===== src/rtl/bcd_digit_pkg.sv =====
package bcd_digit_pkg;
  localparam int DIGIT_W = 4;
  typedef logic [DIGIT_W-1:0] digit_t;
  typedef enum logic [1:0] {
    STEP_HOLD = 2'd0,
    STEP_UP   = 2'd1,
    STEP_DOWN = 2'd2
  } step_e;
endpackage


===== src/rtl/strobe_sync.sv =====
module strobe_sync #(
  parameter int STAGES = 2
) (
  input  logic clk,
  input  logic rst,
  input  logic stb_in,
  output logic level_o,
  output logic rise_o
);
  logic [STAGES-1:0] chain_q;
  logic              prev_q;

  // Stages reset high: the idle level of a strobe, so reset creates no edge.
  genvar g;
  generate
    for (g = 0; g < STAGES; g++) begin : g_stage
      if (g == 0) begin : g_first
        always_ff @(posedge clk) begin
          if (rst) chain_q[0] <= 1'b1;
          else     chain_q[0] <= stb_in;
        end
      end else begin : g_next
        always_ff @(posedge clk) begin
          if (rst) chain_q[g] <= 1'b1;
          else     chain_q[g] <= chain_q[g-1];
        end
      end
    end
  endgenerate

  always_ff @(posedge clk) begin
    if (rst) prev_q <= 1'b1;
    else     prev_q <= chain_q[STAGES-1];
  end

  assign level_o = chain_q[STAGES-1];
  assign rise_o  = chain_q[STAGES-1] & ~prev_q;
endmodule


===== src/rtl/step_arbiter.sv =====
module step_arbiter
  import bcd_digit_pkg::*;
(
  input  logic  up_rise,
  input  logic  up_level,
  input  logic  dn_rise,
  input  logic  dn_level,
  output step_e step_o
);
  always_comb begin
    step_o = STEP_HOLD;
    if (up_rise && !dn_rise && dn_level)      step_o = STEP_UP;
    else if (dn_rise && !up_rise && up_level) step_o = STEP_DOWN;
  end
endmodule


===== src/rtl/digit_reg.sv =====
module digit_reg
  import bcd_digit_pkg::*;
#(
  parameter int TOP_VAL = 9
) (
  input  logic   clk,
  input  logic   rst,
  input  logic   clear,
  input  logic   load_n,
  input  digit_t data_in,
  input  step_e  step,
  output digit_t count_o
);
  localparam digit_t TOP_D = digit_t'(TOP_VAL);
  digit_t cnt_q;
  digit_t cnt_d;

  always_comb begin
    cnt_d = cnt_q;
    if (clear)        cnt_d = '0;
    else if (!load_n) cnt_d = data_in;
    else begin
      case (step)
        STEP_UP:   cnt_d = (cnt_q >= TOP_D) ? '0 : cnt_q + digit_t'(1);
        STEP_DOWN: cnt_d = (cnt_q == '0) ? TOP_D : cnt_q - digit_t'(1);
        default:   cnt_d = cnt_q;
      endcase
    end
  end

  always_ff @(posedge clk) begin
    if (rst) cnt_q <= '0;
    else     cnt_q <= cnt_d;
  end

  assign count_o = cnt_q;
endmodule


===== src/rtl/term_detect.sv =====
module term_detect
  import bcd_digit_pkg::*;
#(
  parameter int TOP_VAL = 9
) (
  input  digit_t count,
  input  logic   up_level,
  input  logic   dn_level,
  output logic   carry_n,
  output logic   borrow_n
);
  localparam digit_t TOP_D = digit_t'(TOP_VAL);
  assign carry_n  = ~((count == TOP_D) & ~up_level);
  assign borrow_n = ~((count == '0) & ~dn_level);
endmodule


===== src/rtl/bcd_updown_digit.sv =====
module bcd_updown_digit
  import bcd_digit_pkg::*;
#(
  parameter int SYNC_STAGES = 2,
  parameter int TOP_VAL     = 9
) (
  input  logic         clk,
  input  logic         rst,
  input  logic         up_stb,
  input  logic         dn_stb,
  input  logic         load_n,
  input  logic         clear,
  input  logic [3:0]   data_in,
  output logic [3:0]   count,
  output logic         carry_n,
  output logic         borrow_n
);
  logic  up_level, up_rise, dn_level, dn_rise;
  step_e step;
  digit_t cnt;

  strobe_sync #(.STAGES(SYNC_STAGES)) i_up_sync (
    .clk(clk), .rst(rst), .stb_in(up_stb), .level_o(up_level), .rise_o(up_rise)
  );
  strobe_sync #(.STAGES(SYNC_STAGES)) i_dn_sync (
    .clk(clk), .rst(rst), .stb_in(dn_stb), .level_o(dn_level), .rise_o(dn_rise)
  );
  step_arbiter i_arb (
    .up_rise(up_rise), .up_level(up_level),
    .dn_rise(dn_rise), .dn_level(dn_level), .step_o(step)
  );
  digit_reg #(.TOP_VAL(TOP_VAL)) i_digit (
    .clk(clk), .rst(rst), .clear(clear), .load_n(load_n),
    .data_in(data_in), .step(step), .count_o(cnt)
  );
  term_detect #(.TOP_VAL(TOP_VAL)) i_term (
    .count(cnt), .up_level(up_level), .dn_level(dn_level),
    .carry_n(carry_n), .borrow_n(borrow_n)
  );

  assign count = cnt;
endmodule


===== config.mk =====
export PLATFORM = sky130hd
export DESIGN_NAME = bcd_updown_digit
export DESIGN_NICKNAME = d
export VERILOG_FILES = /design/src/rtl/bcd_digit_pkg.sv /design/src/rtl/strobe_sync.sv /design/src/rtl/step_arbiter.sv /design/src/rtl/digit_reg.sv /design/src/rtl/term_detect.sv /design/src/rtl/bcd_updown_digit.sv
export SDC_FILE = /design/constraint.sdc
export NUM_CORES = 1
export LEC_CHECK = 0
export ABC_CLOCK_PERIOD_IN_PS = 4100
export BUFFER_PORTS_ARGS = -buffer_cell sky130_fd_sc_hd__buf_2
export CELL_PAD_IN_SITES_DETAIL_PLACEMENT = 0
export CELL_PAD_IN_SITES_GLOBAL_PLACEMENT = 1
export CORE_MARGIN = 5
export CORE_UTILIZATION = 35
export DETAILED_ROUTE_END_ITERATION = 10
export PLACE_DENSITY = 0.8
export SYNTH_ARGS = -nofsm -noshare
export SYNTH_HDL_FRONTEND = slang
export SYNTH_SLANG_ARGS = --single-unit

===== constraint.sdc =====
create_clock -name clk -period 4.1 [get_ports clk]
set_input_delay 0.82 -clock clk [delete_from_list [all_inputs] [get_ports clk]]
set_output_delay 0.82 -clock clk [all_outputs]
set_load 0.03 [all_outputs]

==> impl_metrics.csv <==
group,metric,value,unit
drt,ant_nets,0,
clock_tree,cts_sinks,10,
logic_synthesis,ys_seq_area_share,32.0,%
min_path,hold_depth,1,
logic_synthesis,muxShareOfSynthArea,3.40,%
place,dp_cells,110,
floorplan,die_w,52.3,microns
setup_path,critPathKind,"flip-flop to output port",
logic_synthesis,syn_area,626,sq um
power,swShare,25.6,%
floorplan,die_area,2730,sq um
logic_synthesis,synth_cell_type_count,33,
clock_tree,insertion_delay,0.26,ns
setup_path,cp.required,3.28,ns
drt,drc_errors,0,
logic_synthesis,synth_top_family_by_area,"simple AND/OR/NAND/NOR gates",
floorplan,start_util,36.6,%
logic_synthesis,syn_area_per_cell,8.81,sq um
min_path,worstHoldPathType,"flip-flop to flip-flop",
global_route,grt-ovfl-total,0,
drt,dr.pass1.iters,4,
logic_synthesis,synthTopCellsByArea,"dfxtp_1, ha_1, or2_2",
global_route,track_usage,11.5,%
final_layout,instances_no_fill,114,
setup_path,crit_family,"flip-flops",
clock_tree,post_cts_resized,0,
floorplan,core,1710,sq um
power,clockPowerShare,38.0,%
power,seq_power_share,46.3,%
global_route,grt_antenna_before_repair,0,
timing,tns,0,ns
drt,routed_wl,1.39,mm
timing,fin_crit,2.37,ns
setup_path,critPathCaptureType,"output port",
logic_synthesis,synth-compound-area-share,18.0,%
drt,routed-via-count,592,
clock_tree,cts_tree,"yes",
min_path,min_from,"i_dn_sync.chain_q[0]$_SDFF_PP1_",
clock_tree,hold_buffers,0,
final_layout,diodes,0,
global_route,grt_pass1_wl,2.35,mm
timing,skew,0.00414,ns
clock_tree,cts_inserted_buffers,3,
logic_synthesis,synth-simple-area-share,34.0,%
logic_synthesis,yosysTopAreaCell,"dfxtp_1",
floorplan,num_io_pins,16,
clock_tree,h-tree-depth,1,
logic_synthesis,synth_top_area_share,32.0,%
place,gp_congestion,0.782,
timing,finalHoldViolCount,0,
power,power.internal,0.171,mW
timing,max_slew_margin,67.5,%
drt,wl_per_cell,12.2,microns
setup_path,path_buf_inv,1,
global_route,grt_pass1_vias,546,
setup_path,critical_path_depth,3,
timing,setup_viol,0,
run,maxCapViolCount,0,
floorplan,die_y,52.3,microns
place,hpwlAfterDp,1.13,mm
logic_synthesis,yosys_warnings,0,
power,ir_drop,0.210,mV
timing,clock.fmax,423,MHz
timing,rsz0062_at_grt,"false",
timing,slew_viol_final,0,
drt,post_drt_via_cell_ratio,5.19,
setup_path,path_cells,"ha_1 -> or3b_2 -> buf_2",
place,numPortBuffers,15,
final_layout,drive_gt1_share,36.0,%
logic_synthesis,ys_ff_latch,10,
global_route,grt_max_degree,12,
final_layout,final_nets,104,
logic_synthesis,synthAdderAreaFrac,8.00,%
timing,worst_slew_pin_slew,0.486,ns
min_path,hold-path-endpoint,"i_dn_sync.level_o$_SDFF_PP1_",
setup_path,r2r-start,"i_digit.count_o[0]$_SDFFE_PP0P_",
logic_synthesis,synth_nets,85,
power,switchingPower,0.0589,mW
logic_synthesis,synth-xor-area-share,2.80,%
power,power.leakage,0.309,nW
setup_path,r2r-end,"i_digit.count_o[0]$_SDFFE_PP0P_",
setup_path,slowest_delay,0.46,ns
power,pwr-share-comb,15.7,%
setup_path,slowest_stage,"dfxtp_1",
setup_path,worstRegToRegCells,6,
timing,final.period_utilization,57.7,%
run_status,status,"complete, no violations",
floorplan,num_rows,15,
setup_path,cp.arrival,1.55,ns
logic_synthesis,syn_inst,71,
clock_tree,cts_root_buffer,"clkbuf_4",
final_layout,syn_to_final_growth,22.2,%
drt,drtIter0Drc,7,
clock_tree,path_clk_slew,0.07,ns
setup_path,rrSetupSlack,2.46,ns
setup_path,cp_max_fo,8,
clock_tree,clk_path_buf_depth,2,
power,pwr_density_cell,301,nW/um^2
clock_tree,cts_setup_buffers,0,
setup_path,start_kind,"flip-flop",
-- through the flow --
step	setup WS, ns	power [mW]	cell area [sq um]	utilization, %	hold slack, ns
after detailed placement	2.02	0.145	728	42.6	0.398
after global routing	1.64	0.244	764	44.8	0.433
after global placement	2.05	0.144	728	42.6	0.392
final	1.73	0.230	764	44.8	0.409
after floorplan	1.88	0.132	626	-	0.389
after CTS	1.73	0.234	764	44.8	0.414
-- synthesized netlist by cell type --
| master | count |
|---|---|
| nand4_1 | 3 |
| o21ai_0 | 3 |
| nor2_1 | 6 |
| a221oi_1 | 1 |
| nand3_1 | 3 |
| and2b_2 | 1 |
| inv_1 | 2 |
| o21ai_1 | 1 |
| nand2b_1 | 5 |
| or2_2 | 7 |
| dfxtp_1 | 10 |
| mux2_2 | 1 |
| nand2_1 | 2 |
| nand4b_2 | 1 |
| o211ai_1 | 2 |
| nor4b_1 | 1 |
| nand3b_1 | 2 |
| o221ai_1 | 1 |
| a211oi_1 | 2 |
| a31oi_1 | 1 |
| nor3b_2 | 1 |
| a32oi_1 | 1 |
| ha_1 | 4 |
| or3b_2 | 1 |
| mux2i_1 | 1 |
| a21boi_0 | 1 |
| clkbuf_1 | 1 |
| nor3_1 | 1 |
| o22ai_1 | 1 |
| xor2_1 | 1 |
| xnor2_1 | 1 |
| a21oi_2 | 1 |
| o21bai_1 | 1 |
-- per-layer routing --
metal	vias to the layer above	global-route usage [%]	share of wire [%]
met5	-	0	0
met4	0	3.83	2.8
met3	4	5.13	6.0
met2	20	17.8	47
met1	266	14.1	44
li1	302	-	-
-- cells in the final DEF (no fill, tap or decap), drive strengths merged, types with 3 or more instances in the layout --
master,Yosys,final
nand3,3,3
ha,4,4
dfxtp,10,10
nand2b,5,5
nor2,6,6
clkbuf,1,4
o21ai,4,4
buf,0,15
or2,7,7
nand4,3,3
-- sequential cells by signal, summed over array words and instances (netlist names) --
register,flops
i_dn_sync.level_o,1
i_up_sync.level_o,1
i_dn_sync.chain_q,1
i_dn_sync.prev_q,1
i_up_sync.prev_q,1
i_digit.count_o,4
i_up_sync.chain_q,1
-- worst max path at each step --
| stage | startpoint | end | slack, ns |
|---|---|---|---|
| global placement | i_digit.count_o[1]$_SDFFE_PP0P_ | carry_n | 2.05 |
| detailed placement | i_digit.count_o[0]$_SDFFE_PP0P_ | carry_n | 2.02 |
| floorplan | i_digit.count_o[0]$_SDFFE_PP0P_ | borrow_n | 1.88 |
| CTS | i_digit.count_o[0]$_SDFFE_PP0P_ | carry_n | 1.73 |
| global route | i_digit.count_o[3]$_SDFFE_PP0P_ | carry_n | 1.64 |
| finish | i_digit.count_o[0]$_SDFFE_PP0P_ | carry_n | 1.73 |
-- cell type report --
| cell class | count | area, sq um |
|---|---|---|
| sequential | 10 | 200 |
| timing repair buffer | 15 | 75.1 |
| multi-input combinational | 58 | 414 |
| inverter | 2 | 7.51 |
| clock buffer | 4 | 36.3 |
| tap | 25 | 31.3 |
| fill | 184 | 943 |
-- logic make-up (layout without fill, tap and decap cells) --
logic type      Yosys count  in the layout
buf+inv                   3             21
xor+xnor                  2              2
mux                       2              2
flops                    10             10
fa+ha+maj                 4              4
compound gates           16             16
simple gates             34             34
-- power by group through the flow --
stage	sequential [mW]	clock [mW]	combinational, mW
3_5_place_dp	0.109	0	0.0361
4_1_cts	0.106	0.0915	0.0362
5_1_grt	0.107	0.0968	0.0399
6_report	0.106	0.0874	0.0361
3_3_place_gp	0.108	0	0.0356
2_1_floorplan	0.110	0	0.0223
-- worst reg2reg max path: cells and delay by family, from the launching register on --
| kind | cells | cell delay [ns] |
|---|---|---|
| buffers and inverters | 1 | 0.12 |
| flip-flops | 1 | 0.46 |
| AO/OA/AOI/OAI | 2 | 0.32 |
| multiplexers | 1 | 0.22 |
| adder cells (fa/ha/maj) | 1 | 0.23 |
| AND/OR/NAND/NOR | 1 | 0.18 |
(Power assumes the default switching activity.)
